File: src/rtl/cfg_loader_pkg.sv
package cfg_loader_pkg;

    typedef enum logic [3:0] {
        ST_IDLE,
        ST_PROG,
        ST_INIT_HI,
        ST_ARM,
        ST_FETCH,
        ST_SETUP,
        ST_CLK_LO,
        ST_CLK_HI,
        ST_BUSY,
        ST_FIN_CS,
        ST_FIN_WR,
        ST_CHECK
    } ld_state_t;

    typedef enum logic [2:0] {
        ERR_NONE      = 3'd0,
        ERR_INIT_LO   = 3'd1,
        ERR_INIT_HI   = 3'd2,
        ERR_CRC       = 3'd3,
        ERR_BUSY      = 3'd4,
        ERR_DONE      = 3'd5
    } ld_err_t;

endpackage

File: src/rtl/cfg_ms_timer.sv
// Millisecond timeout: a prescaler produces one tick per TICK_CYC cycles,
// a saturating tick counter compares against the selected limit.
module cfg_ms_timer #(
    parameter int TICK_CYC = 1000,
    parameter int MSW      = 8
) (
    input  logic           clk,
    input  logic           rst_n,
    input  logic           clear,
    input  logic [MSW-1:0] limit_ms,
    output logic           expired
);
    localparam int PW = (TICK_CYC > 1) ? $clog2(TICK_CYC) : 1;

    logic [PW-1:0]  pre_q;
    logic [MSW-1:0] ms_q;
    logic           wrap;

    assign wrap = (pre_q == PW'(TICK_CYC - 1));

    always_ff @(posedge clk) begin
        if (!rst_n || clear) begin
            pre_q <= '0;
            ms_q  <= '0;
        end else begin
            pre_q <= wrap ? '0 : pre_q + 1'b1;
            if (wrap && (ms_q != '1)) begin
                ms_q <= ms_q + 1'b1;
            end
        end
    end

    assign expired = (ms_q >= limit_ms);

    // R2/R3/R8/R9 timeouts rely on the prescaler never leaving its range
    a_r2_prescale_range: assert property (@(posedge clk) disable iff (!rst_n)
        pre_q <= PW'(TICK_CYC - 1));

endmodule

File: src/rtl/cfg_span_cnt.sv
// Dwell counter: reached goes high in the limit-th cycle after clear.
module cfg_span_cnt #(
    parameter int W = 4
) (
    input  logic         clk,
    input  logic         rst_n,
    input  logic         clear,
    input  logic [W-1:0] limit,
    output logic         reached
);
    logic [W-1:0] cnt_q;

    always_ff @(posedge clk) begin
        if (!rst_n || clear) begin
            cnt_q <= '0;
        end else if (cnt_q != '1) begin
            cnt_q <= cnt_q + 1'b1;
        end
    end

    assign reached = ({1'b0, cnt_q} + 1'b1) >= {1'b0, limit};

endmodule

File: src/rtl/cfg_loader.sv
module cfg_loader
    import cfg_loader_pkg::*;
#(
    parameter int CLK_HZ       = 100_000_000,
    parameter int PROG_LOW_CYC = (CLK_HZ / 10_000_000) * 3 + 3,
    parameter int CCLK_HALF    = 1,
    parameter int INIT_TMO_MS  = 500,
    parameter int BUSY_TMO_MS  = 5,
    parameter int DONE_TMO_MS  = 200,
    parameter bit CHECK_BUSY   = 1'b1,
    parameter int DW           = 8
) (
    input  logic          clk,
    input  logic          rst_n,
    input  logic          start_i,
    input  logic          byte_valid_i,
    input  logic [DW-1:0] byte_data_i,
    input  logic          byte_last_i,
    output logic          byte_ready_o,
    output logic          prog_n_o,
    output logic          cs_n_o,
    output logic          wr_n_o,
    output logic          cclk_o,
    output logic [DW-1:0] cdata_o,
    input  logic          init_n_i,
    input  logic          busy_i,
    input  logic          done_i,
    output logic          done_o,
    output logic          fail_o,
    output logic [2:0]    err_code_o
);
    localparam int TICK_CYC = (CLK_HZ >= 2000) ? CLK_HZ / 1000 : 1;
    localparam int TMO_A    = (INIT_TMO_MS > BUSY_TMO_MS) ? INIT_TMO_MS : BUSY_TMO_MS;
    localparam int TMO_MAX  = (TMO_A > DONE_TMO_MS) ? TMO_A : DONE_TMO_MS;
    localparam int MSW      = $clog2(TMO_MAX + 1);
    localparam int SPAN_MAX = (PROG_LOW_CYC > CCLK_HALF) ? PROG_LOW_CYC : CCLK_HALF;
    localparam int SPW      = $clog2(SPAN_MAX + 1);

    ld_state_t      state_q, state_d;
    logic [DW-1:0]  data_q;
    logic           last_q;
    logic           done_q, fail_q;
    ld_err_t        err_q;

    logic           phase_clear;
    logic           tmo_hit, span_hit;
    logic [MSW-1:0] tmo_limit;
    logic [SPW-1:0] span_limit;
    logic           accept;
    logic           abort_now;
    ld_err_t        abort_code;

    assign phase_clear = (state_d != state_q);

    always_comb begin
        unique case (state_q)
            ST_PROG, ST_INIT_HI: tmo_limit = MSW'(INIT_TMO_MS);
            ST_BUSY:             tmo_limit = MSW'(BUSY_TMO_MS);
            default:             tmo_limit = MSW'(DONE_TMO_MS);
        endcase
        span_limit = (state_q == ST_PROG) ? SPW'(PROG_LOW_CYC) : SPW'(CCLK_HALF);
    end

    cfg_ms_timer #(.TICK_CYC(TICK_CYC), .MSW(MSW)) u_tmo (
        .clk      (clk),
        .rst_n    (rst_n),
        .clear    (phase_clear),
        .limit_ms (tmo_limit),
        .expired  (tmo_hit)
    );

    cfg_span_cnt #(.W(SPW)) u_span (
        .clk     (clk),
        .rst_n   (rst_n),
        .clear   (phase_clear),
        .limit   (span_limit),
        .reached (span_hit)
    );

    assign accept = byte_valid_i && byte_ready_o;

    // next-state logic
    always_comb begin
        state_d    = state_q;
        abort_now  = 1'b0;
        abort_code = ERR_NONE;
        unique case (state_q)
            ST_IDLE: begin
                if (start_i) state_d = ST_PROG;
            end
            ST_PROG: begin
                if (span_hit && !init_n_i) begin
                    state_d = ST_INIT_HI;
                end else if (tmo_hit) begin
                    abort_now  = 1'b1;
                    abort_code = ERR_INIT_LO;
                end
            end
            ST_INIT_HI: begin
                if (init_n_i) begin
                    state_d = ST_ARM;
                end else if (tmo_hit) begin
                    abort_now  = 1'b1;
                    abort_code = ERR_INIT_HI;
                end
            end
            ST_ARM:  state_d = ST_FETCH;
            ST_FETCH: begin
                if (done_i) begin
                    state_d = ST_FIN_CS;
                end else if (!init_n_i) begin
                    abort_now  = 1'b1;
                    abort_code = ERR_CRC;
                end else if (accept) begin
                    state_d = ST_SETUP;
                end
            end
            ST_SETUP:  if (span_hit) state_d = ST_CLK_LO;
            ST_CLK_LO: if (span_hit) state_d = ST_CLK_HI;
            ST_CLK_HI: begin
                if (span_hit) begin
                    if (CHECK_BUSY)  state_d = ST_BUSY;
                    else if (last_q) state_d = ST_FIN_CS;
                    else             state_d = ST_FETCH;
                end
            end
            ST_BUSY: begin
                if (!busy_i) begin
                    state_d = last_q ? ST_FIN_CS : ST_FETCH;
                end else if (tmo_hit) begin
                    abort_now  = 1'b1;
                    abort_code = ERR_BUSY;
                end
            end
            ST_FIN_CS: state_d = ST_FIN_WR;
            ST_FIN_WR: state_d = ST_CHECK;
            ST_CHECK: begin
                if (done_i && init_n_i) begin
                    state_d = ST_IDLE;
                end else if (tmo_hit) begin
                    abort_now  = 1'b1;
                    abort_code = ERR_DONE;
                end
            end
            default: state_d = ST_IDLE;
        endcase
        if (abort_now) state_d = ST_IDLE;
    end

    // state and result registers
    always_ff @(posedge clk) begin
        if (!rst_n) begin
            state_q <= ST_IDLE;
            data_q  <= '0;
            last_q  <= 1'b0;
            done_q  <= 1'b0;
            fail_q  <= 1'b0;
            err_q   <= ERR_NONE;
        end else begin
            state_q <= state_d;
            if (state_q == ST_IDLE && start_i) begin
                done_q <= 1'b0;
                fail_q <= 1'b0;
                err_q  <= ERR_NONE;
            end
            if (abort_now) begin
                fail_q <= 1'b1;
                err_q  <= abort_code;
            end
            if (state_q == ST_CHECK && done_i && init_n_i) begin
                done_q <= 1'b1;
            end
            if (state_q == ST_FETCH && state_d == ST_SETUP) begin
                data_q <= byte_data_i;
                last_q <= byte_last_i;
            end
        end
    end

    // Moore outputs
    always_comb begin
        prog_n_o     = 1'b1;
        cs_n_o       = 1'b1;
        wr_n_o       = 1'b1;
        cclk_o       = 1'b1;
        byte_ready_o = 1'b0;
        unique case (state_q)
            ST_IDLE:    cclk_o = 1'b0;
            ST_PROG: begin
                prog_n_o = 1'b0;
                cclk_o   = 1'b0;
            end
            ST_INIT_HI: ;
            ST_ARM, ST_SETUP, ST_CLK_HI, ST_BUSY: begin
                cs_n_o = 1'b0;
                wr_n_o = 1'b0;
            end
            ST_FETCH: begin
                cs_n_o       = 1'b0;
                wr_n_o       = 1'b0;
                byte_ready_o = !done_i && init_n_i;
            end
            ST_CLK_LO: begin
                cs_n_o = 1'b0;
                wr_n_o = 1'b0;
                cclk_o = 1'b0;
            end
            ST_FIN_CS:  wr_n_o = 1'b0;
            ST_FIN_WR, ST_CHECK: ;
            default: ;
        endcase
    end

    assign cdata_o    = data_q;
    assign done_o     = done_q;
    assign fail_o     = fail_q;
    assign err_code_o = err_q;

    // program pulse length observed at the pin
    logic [31:0] prog_low_run;
    always_ff @(posedge clk) begin
        if (!rst_n || prog_n_o) prog_low_run <= '0;
        else if (prog_low_run != '1) prog_low_run <= prog_low_run + 1'b1;
    end

    a_r2_prog_min_width: assert property (@(posedge clk) disable iff (!rst_n)
        ($rose(prog_n_o) && !fail_o) |-> (prog_low_run >= 32'(PROG_LOW_CYC)));

    a_r4_arm_after_init: assert property (@(posedge clk) disable iff (!rst_n)
        $fell(cs_n_o) |-> $past(init_n_i));

    a_r4_ready_in_window: assert property (@(posedge clk) disable iff (!rst_n)
        byte_ready_o |-> (!cs_n_o && !wr_n_o && prog_n_o));

    a_r5_data_stable_edge: assert property (@(posedge clk) disable iff (!rst_n)
        ($rose(cclk_o) && !cs_n_o) |-> $stable(cdata_o));

    a_r9_cs_before_wr: assert property (@(posedge clk) disable iff (!rst_n)
        ($rose(wr_n_o) && !fail_o) |-> $past(cs_n_o));

    a_r10_abort_release: assert property (@(posedge clk) disable iff (!rst_n)
        $rose(fail_o) |-> (prog_n_o && cs_n_o && wr_n_o && !byte_ready_o));

    a_r10_result_exclusive: assert property (@(posedge clk) disable iff (!rst_n)
        !(done_o && fail_o));

endmodule

File: config.mk
export PLATFORM = sky130hd
export DESIGN_NAME = cfg_loader
export DESIGN_NICKNAME = d
export VERILOG_FILES = /design/src/rtl/cfg_loader_pkg.sv /design/src/rtl/cfg_ms_timer.sv /design/src/rtl/cfg_span_cnt.sv /design/src/rtl/cfg_loader.sv
export SDC_FILE = /design/constraint.sdc
export NUM_CORES = 1
export LEC_CHECK = 0
export BUFFER_PORTS_ARGS = -buffer_cell sky130_fd_sc_hd__buf_2
export CAP_MARGIN = 30
export CORE_UTILIZATION = 52
export DETAILED_ROUTE_END_ITERATION = 10
export PLACE_DENSITY = 0.85
export SLEW_MARGIN = 20
export SYNTH_ARGS = -nofsm -noshare
export SYNTH_HDL_FRONTEND = slang
export SYNTH_SLANG_ARGS = --single-unit
File: constraint.sdc
create_clock -name clk -period 3.4 [get_ports clk]
set_input_delay 0.51 -clock clk [delete_from_list [all_inputs] [get_ports clk]]
set_output_delay 0.51 -clock clk [all_outputs]
set_load 0.05 [all_outputs]
# Word-level counts from Yosys, hierarchy flattened

Index checks and enable logic that the tools add are counted.

Bits in registers: 50
Latch bits: 0
Memory bits (writable): 0
Bits in read-only memories: 0
Output and inout port bits: 18
Word-level logic and storage cells: 97
Memories kept: 0

Add/subtract/negate cells: 4
Multipliers: 0
Divide/modulo/power cells: 0
Magnitude comparators: 2
Eq/ne operators: 16
Shifts and indexed selects: 0
Mux-type cells: 45
Bitwise logic cells: 0
Reduce and logical (&&, ||, !) cells: 21

Operators by type and width:

| kind                    | count |
|---|---|
| $mux W4                 | 13 |
| $pmux W4 S12            | 1 |
| $eq A4 B3 Y1 const B    | 5 |
| $mux W3                 | 6 |
| $pmux W9 S2             | 1 |
| $add A17 B1 Y17 const B | 1 |
| $eq A17 B17 Y1 const B  | 1 |
| $mux W1                 | 17 |
| $eq A4 B4 Y1 const B    | 4 |
| $pmux W3 S5             | 1 |
| $add A9 B1 Y9 const B   | 1 |
| $ge A9 B9 Y1            | 1 |
| $logic_and A1 B1 Y1     | 9 |
| $ne A9 B9 Y1 const B    | 1 |
| $eq A4 B2 Y1 const B    | 2 |
| $mux W2                 | 4 |
| $add A6 B1 Y7 const B   | 1 |
| $ge A7 B6 Y1            | 1 |
| $reduce_or A7 Y1        | 1 |
| $add A6 B1 Y6 const B   | 1 |
| $mux W6                 | 1 |
| $ne A6 B6 Y1 const B    | 1 |
| $reduce_or A6 Y1        | 1 |
| $pmux W1 S5             | 1 |
| 8 further kinds         | 12 |

# Depth between registers and ports, before layout

Depth after elaboration: 12
Mapped depth: 18

# Cells and area by module

A second synthesis with hierarchy kept.

Cell total of the unflattened synthesis: 371
Area, all modules: 3,081.7 um2

Modules (own cells, without submodules):

| module       | times used | cells each | area an instance (um2) | sequential area each (um2) |
|---|---|---|---|---|
| cfg_ms_timer | 1          | 176        | 1,472.7                | 520.5 |
| cfg_loader   | 1          | 140        | 1,158.6                | 360.3 |
| cfg_span_cnt | 1          | 55         | 450.4                  | 120.1 |

# Worst setup path before layout

Ideal clock, no wire load.

Path type: register to register
Start: register state_q[1]
End: register u_tmo.pre_q[10]
Arrival time: 3.286 ns
Data required time: 3.326 ns
Setup slack: 0.040 ns
Stages on the path, launching flop included: 17
Path buffers: 2
Period minus slack after synthesis: 3.360 ns
Cells stage by stage: dfxtp_1 > clkbuf_1 > nor2_1 > o21ai_0 > inv_1 > or2_2 > inv_1 > ha_1 > o211ai_1 > a21oi_1 > o41ai_1 > o311a_1 > o21bai_1 > a221oi_2 > nand4b_4 > buf_6 > nor3_2

Cells in the longest elaborated chain, start to end: 11
Elaborated cells on any way between the ends: 42
Those cells by class: 2 x order compare; 12 x eq/ne; 22 x mux; 6 x reduce/logical

Ends and longest elaborated chain:

| what                                               | line                                                 | text |
|---|---|---|
| start: declaration                                 | cfg_loader.sv:39                                     | `ld_state_t state_q, state_d;` |
| start signal: assignment                           | cfg_loader.sv:160                                    | `state_q <= state_d;` |
| $eq A4 B1 Y1 (tied with other cells)               | cfg_loader.sv:56, cfg_loader.sv:61, cfg_loader.sv:87 |  |
| $reduce_or A2 Y1 or $mux W1 (tied branches)        | cfg_loader.sv:56, cfg_loader.sv:187                  |  |
| $pmux W9 S2 or $logic_and A1 B1 Y1 (tied branches) | cfg_loader.sv:56, cfg_loader.sv:80                   |  |
| $ge A9 B9 Y1 or $mux W4 (tied branches)            | cfg_ms_timer.sv:33, cfg_loader.sv:114                |  |
| $mux W1 or $mux W4 (tied branches)                 | --                                                   |  |
| $mux W1 (tied with other cells)                    | cfg_loader.sv:138                                    | `if (done_i && init_n_i) begin` |
| $pmux W1 S5 or $pmux W4 S12 (tied branches)        | cfg_loader.sv:87                                     | `unique case (state_q)` |
| $mux W4                                            | cfg_loader.sv:147                                    | `if (abort_now) state_d = ST_IDLE;` |
| $ne A4 B4 Y1 *                                     | cfg_loader.sv:53                                     | `assign phase_clear = (state_d != state_q);` |
| $logic_or A1 B1 Y1 *                               | cfg_ms_timer.sv:22                                   | `if (!rst_n \|\| clear) begin` |
| $reduce_or A2 Y1 (no line) *                       | --                                                   |  |
| end signal: assignment                             | cfg_ms_timer.sv:26                                   | `pre_q <= wrap ? '0 : pre_q + 1'b1;` |
| end: declaration                                   | cfg_ms_timer.sv:15                                   | `logic [PW-1:0] pre_q;` |

Every way passes the cells marked *; elsewhere a longest branch is shown, timed or not.
A chain may end at the register's enable or synchronous reset.

# Final worst setup path

Start: register state_q[1]
End: register u_tmo.pre_q[3]

Same word-level chain as after synthesis.

==> Implementation_results.wiki <==
{| class="wikitable"
! Metric !! Value
|-
| Hold-fix buffers at CTS || 0
|-
| Worst hold path type || primary input to flop
|-
| DR pass1 iterations || 5
|-
| Count of nets after finishing || 414
|-
| CTS Buffer Depth || 2
|-
| Count of cells along the worst hold path || 3
|-
| Worst Slack Setup Final || 0.175 ns
|-
| Routed wire length || 6.14 mm
|-
| Overall via count from detail_route || 2570
|-
| Buf/Inv on CP || 3
|-
| Post-detailed-placement half-perimeter wirelength || 4.52 mm
|-
| Cell at the slowest stage of the critical path || sky130_fd_sc_hd__dfxtp_1
|-
| Core outline area || 0.00514 mm²
|-
| Post-route DRC || 0
|-
| Height of the die || 75.2 µm
|-
| Critical path depth || 15
|-
| Initial Utilization || 0.542
|-
| Cell-by-cell listing of the critical path || nor2b_1 -> o21ai_1 -> inv_1 -> or2_2 -> inv_1 -> ha_1 -> o211ai_1 -> a21oi_1 -> o41ai_2 -> o311a_1 -> o22ai_1 -> a221oi_2 -> nand4b_4 -> buf_12 -> nor3_2
|-
| Clock share of power || 0.274
|-
| Worst setup skew after layout || 0.00633 ns
|-
| Max Fanout on Critical Path || 17
|-
| Placed Instances || 444
|-
| DR WL/cell || 13.5 µm
|-
| Minimum clock period || 3.23 ns
|-
| Global router's overall resource usage || 0.222
|-
| Cell count after synthesis || 337
|-
| Fraction of layout instances using a drive strength above 1 || 0.208
|-
| Most numerous cell on the critical path || sky130_fd_sc_hd__inv_1
|-
| Setup TNS Final || 0 ns
|-
| Clock slew seen by the registers of the worst setup and hold paths || 0.09 ns
|-
| IO buf count || 33
|-
| Kind of end point of the critical path || flop
|-
| Number of vias per cell || 5.66
|-
| Length in cells of the worst reg-to-reg path || 15
|-
| Worst Max-Slew Pin Slew || 0.531 ns
|-
| Maximum vdd ir drop || 0.301 mV
|-
| Clock latency of the later-clocked register in the worst-skew pair || 0.30 ns
|-
| Net switching fraction of the power || 0.303
|-
| Number of synthesized flops with an enable pin || 0
|-
| CTS tree || done
|-
| Crit path DAT || 3.45 ns
|-
| First-pass GRT wire length || 9.80 mm
|-
| Comb pwr share || 0.222
|-
| Number of violations of the max-capacitance limit || 0
|-
| Remaining global-route overflow || 0
|-
| Fraction of the cycle the final worst path needs || 0.949
|-
| Cell family with most CP delay || compound AO/OA/AOI/OAI gates
|-
| I/O pin count || 34
|-
| Max Clock Freq || 310 MHz
|-
| Final-layout fill cell count || 465
|-
| Power per unit of standard cell area || 378 mW/mm²
|-
| CTS Buf Count || 5
|-
| Net count after synthesis || 367
|-
| Overall power || 1220 µW
|-
| Post-placement setup slack || 0.127 ns
|-
| Netlist area before placement || 0.00279 mm²
|-
| Synthesized area per cell || 8.27 µm²
|-
| Antenna violations before repair || 0
|-
| Required @ worst endpoint || 3.62 ns
|-
| Final Max Slew Viols || 0
|-
| Prevailing post-synth register cell || sky130_fd_sc_hd__dfxtp_1
|-
| Number of warnings reported in the yosys synthesis log || 0
|-
| #FFs+latches synth || 50
|-
| Portion of total power attributed to sequential cells || 0.504
|-
| Reported leakage power || 0.00126 µW
|-
| Critical path type || flop to flop
|-
| Core Rows || 26
|-
| GPL Wtd Cong || 0.984
|-
| Worst-case hold slack || 0.443 ns
|-
| Total of endpoints with negative setup slack in the final report || 0
|-
| Final Hold Vio Count || 0
|-
| Clk root buf || sky130_fd_sc_hd__clkbuf_8
|-
| Total number of clock tree sinks || 50
|-
| Startpoint kind of the worst setup timing path || flop
|-
| Number of global-route vias before repair || 2314
|-
| Count of different cell masters after synthesis || 51
|-
| Iteration-0 DRC count of the detailed router || 267
|-
| Pin count of the biggest net entering global routing || 18
|-
| Htree depth || 2
|-
| Antenna-violating nets left || 0
|-
| Proportion of synthesized chip area in sequential cells || 0.359
|-
| Antenna diode instance count || 0
|-
| Area added between synthesis and finish || 15.8%
|-
| Net switching power of the design || 369 µW
|-
| Design internal power || 850 µW
|-
| Die width || 75.2 µm
|-
| Slowest stage delay, CP || 0.34 ns
|-
| Die area || 0.00566 mm²
|-
| Result of the run || finished clean
|-
| Proportion of synthesized flip-flops having asynchronous set or reset || 0
|-
| Worst slew margin relative to its limit || 0.646
|-
| Non-Filler Instances || 454
|}
==> sequential cells by signal, indices dropped and copies added, names as in the netlist <==
name / count
cdata_o: 8
done_o: 1
err_code_o: 3
fail_o: 1
last_q: 1
state_q: 4
u_span.cnt_q: 6
u_tmo.ms_q: 9
u_tmo.pre_q: 17
==> Yosys cell counts, types with 2 or more instances <==
cell type | n | area (µm²)
sky130_fd_sc_hd__nor4_2 | 2 | 25.0
sky130_fd_sc_hd__and2_1 | 4 | 25.0
sky130_fd_sc_hd__nor2b_1 | 3 | 18.8
sky130_fd_sc_hd__nand2_1 | 32 | 120
sky130_fd_sc_hd__o211ai_1 | 2 | 15.0
sky130_fd_sc_hd__nand3_2 | 2 | 20.0
sky130_fd_sc_hd__nor3b_1 | 2 | 15.0
sky130_fd_sc_hd__a31oi_1 | 3 | 18.8
sky130_fd_sc_hd__nand3_1 | 17 | 85.1
sky130_fd_sc_hd__nand2b_1 | 3 | 18.8
sky130_fd_sc_hd__buf_2 | 6 | 30.0
sky130_fd_sc_hd__nor2_1 | 60 | 225
sky130_fd_sc_hd__dfxtp_1 | 50 | 1000
sky130_fd_sc_hd__mux2i_1 | 11 | 110
sky130_fd_sc_hd__nor3_2 | 6 | 60.1
sky130_fd_sc_hd__and3_1 | 7 | 43.8
sky130_fd_sc_hd__a21oi_1 | 16 | 80.1
sky130_fd_sc_hd__nor3_1 | 8 | 40.0
sky130_fd_sc_hd__ha_1 | 14 | 175
sky130_fd_sc_hd__inv_1 | 12 | 45.0
sky130_fd_sc_hd__nand4_1 | 5 | 31.3
sky130_fd_sc_hd__xnor2_1 | 11 | 96.3
sky130_fd_sc_hd__a32oi_1 | 2 | 17.5
sky130_fd_sc_hd__xor2_1 | 15 | 131
sky130_fd_sc_hd__o21ai_0 | 14 | 70.1
sky130_fd_sc_hd__clkbuf_1 | 5 | 18.8
==> worst min-delay path: cells and delay by family <==
kind / cells / cell delay, ns
muxes: 1 / 0.06
buffers and inverters: 1 / 0.08
and+or+nand+nor: 1 / 0.07
==> cell families (layout without fill, tap and decap cells) <==
| logic type | after synthesis | in the layout | share of synthesized area |
|---|---|---|---|
| mux | 11 | 11 | 0.0395 |
| buf+inv | 25 | 72 | 0.0391 |
| flops | 50 | 50 | 0.359 |
| xor+xnor | 27 | 27 | 0.0876 |
| fa+ha+maj | 14 | 14 | 0.0629 |
| compound gates | 50 | 50 | 0.118 |
| simple gates | 160 | 160 | 0.294 |
==> path summary, 6_finish.rpt <==
check | start | to | slack [ns]
worst min-delay path | byte_data_i[3] | cdata_o[3] | 0.44
worst min register to register | fail_o | fail_o | 0.47
worst max register to register | state_q[1] | u_tmo.pre_q[3] | 0.17
worst max-delay path | state_q[1] | u_tmo.pre_q[3] | 0.17
==> power by group through the flow <==
stage / combinational, µW / clock [µW] / sequential [µW]
6_report: 271 / 334 / 614
4_1_cts: 259 / 339 / 614
3_3_place_gp: 251 / 0 / 626
2_1_floorplan: 182 / 0 / 626
5_1_grt: 300 / 357 / 617
3_5_place_dp: 258 / 0 / 628
==> cells in the final DEF (no fill, tap or decap), types with 2 or more instances in the layout <==
cell type / count
sky130_fd_sc_hd__nor2_1: 60
sky130_fd_sc_hd__dfxtp_1: 50
sky130_fd_sc_hd__buf_2: 33
sky130_fd_sc_hd__nand2_1: 32
sky130_fd_sc_hd__buf_4: 18
sky130_fd_sc_hd__nand3_1: 17
sky130_fd_sc_hd__a21oi_1: 16
sky130_fd_sc_hd__xor2_1: 15
sky130_fd_sc_hd__ha_1: 14
sky130_fd_sc_hd__inv_1: 12
sky130_fd_sc_hd__o21ai_0: 12
sky130_fd_sc_hd__xnor2_1: 11
sky130_fd_sc_hd__mux2i_1: 11
sky130_fd_sc_hd__and3_1: 7
sky130_fd_sc_hd__nor3_1: 7
sky130_fd_sc_hd__nor3_2: 7
sky130_fd_sc_hd__nand4_1: 5
sky130_fd_sc_hd__clkbuf_8: 5
sky130_fd_sc_hd__and2_1: 4
sky130_fd_sc_hd__nor2b_1: 3
sky130_fd_sc_hd__nand2b_1: 3
sky130_fd_sc_hd__a31oi_1: 3
sky130_fd_sc_hd__o21ai_1: 2
sky130_fd_sc_hd__nor4_2: 2
sky130_fd_sc_hd__o211ai_1: 2
sky130_fd_sc_hd__nand3_2: 2
sky130_fd_sc_hd__a32oi_1: 2
sky130_fd_sc_hd__nor3b_1: 2
==> layer usage <==
layer  routed length, µm  GRT usage
met1                2710      0.283
met2                3020      0.375
met3                 296     0.0469
met4                 117     0.0761
met5                   0          0
==> stage by stage <==
step,area (µm²),util
finish,3230,0.628
global route,3230,0.628
detailed placement,3110,0.605
CTS,3190,0.621
global placement,3110,0.605
floorplan,2790,-
==> layout make-up <==
cell class | count | area [µm²] | share of cell area
inverters | 13 | 48.8 | 0.0151
clock buffers | 6 | 72.6 | 0.0225
repair buffers | 52 | 320 | 0.0993
multi-input cells | 262 | 1690 | 0.523
flip-flops and latches | 50 | 1000 | 0.310
clock inverters | 1 | 7.51 | 0.00233
well taps | 70 | 87.6 | 0.0271
==> what timing repair did <==
item	4_1_cts	5_1_grt
setup endpoints to repair	0	26
gates resized for setup	0	4
setup buffers	0	3
Power figures use the tool's default switching activity.
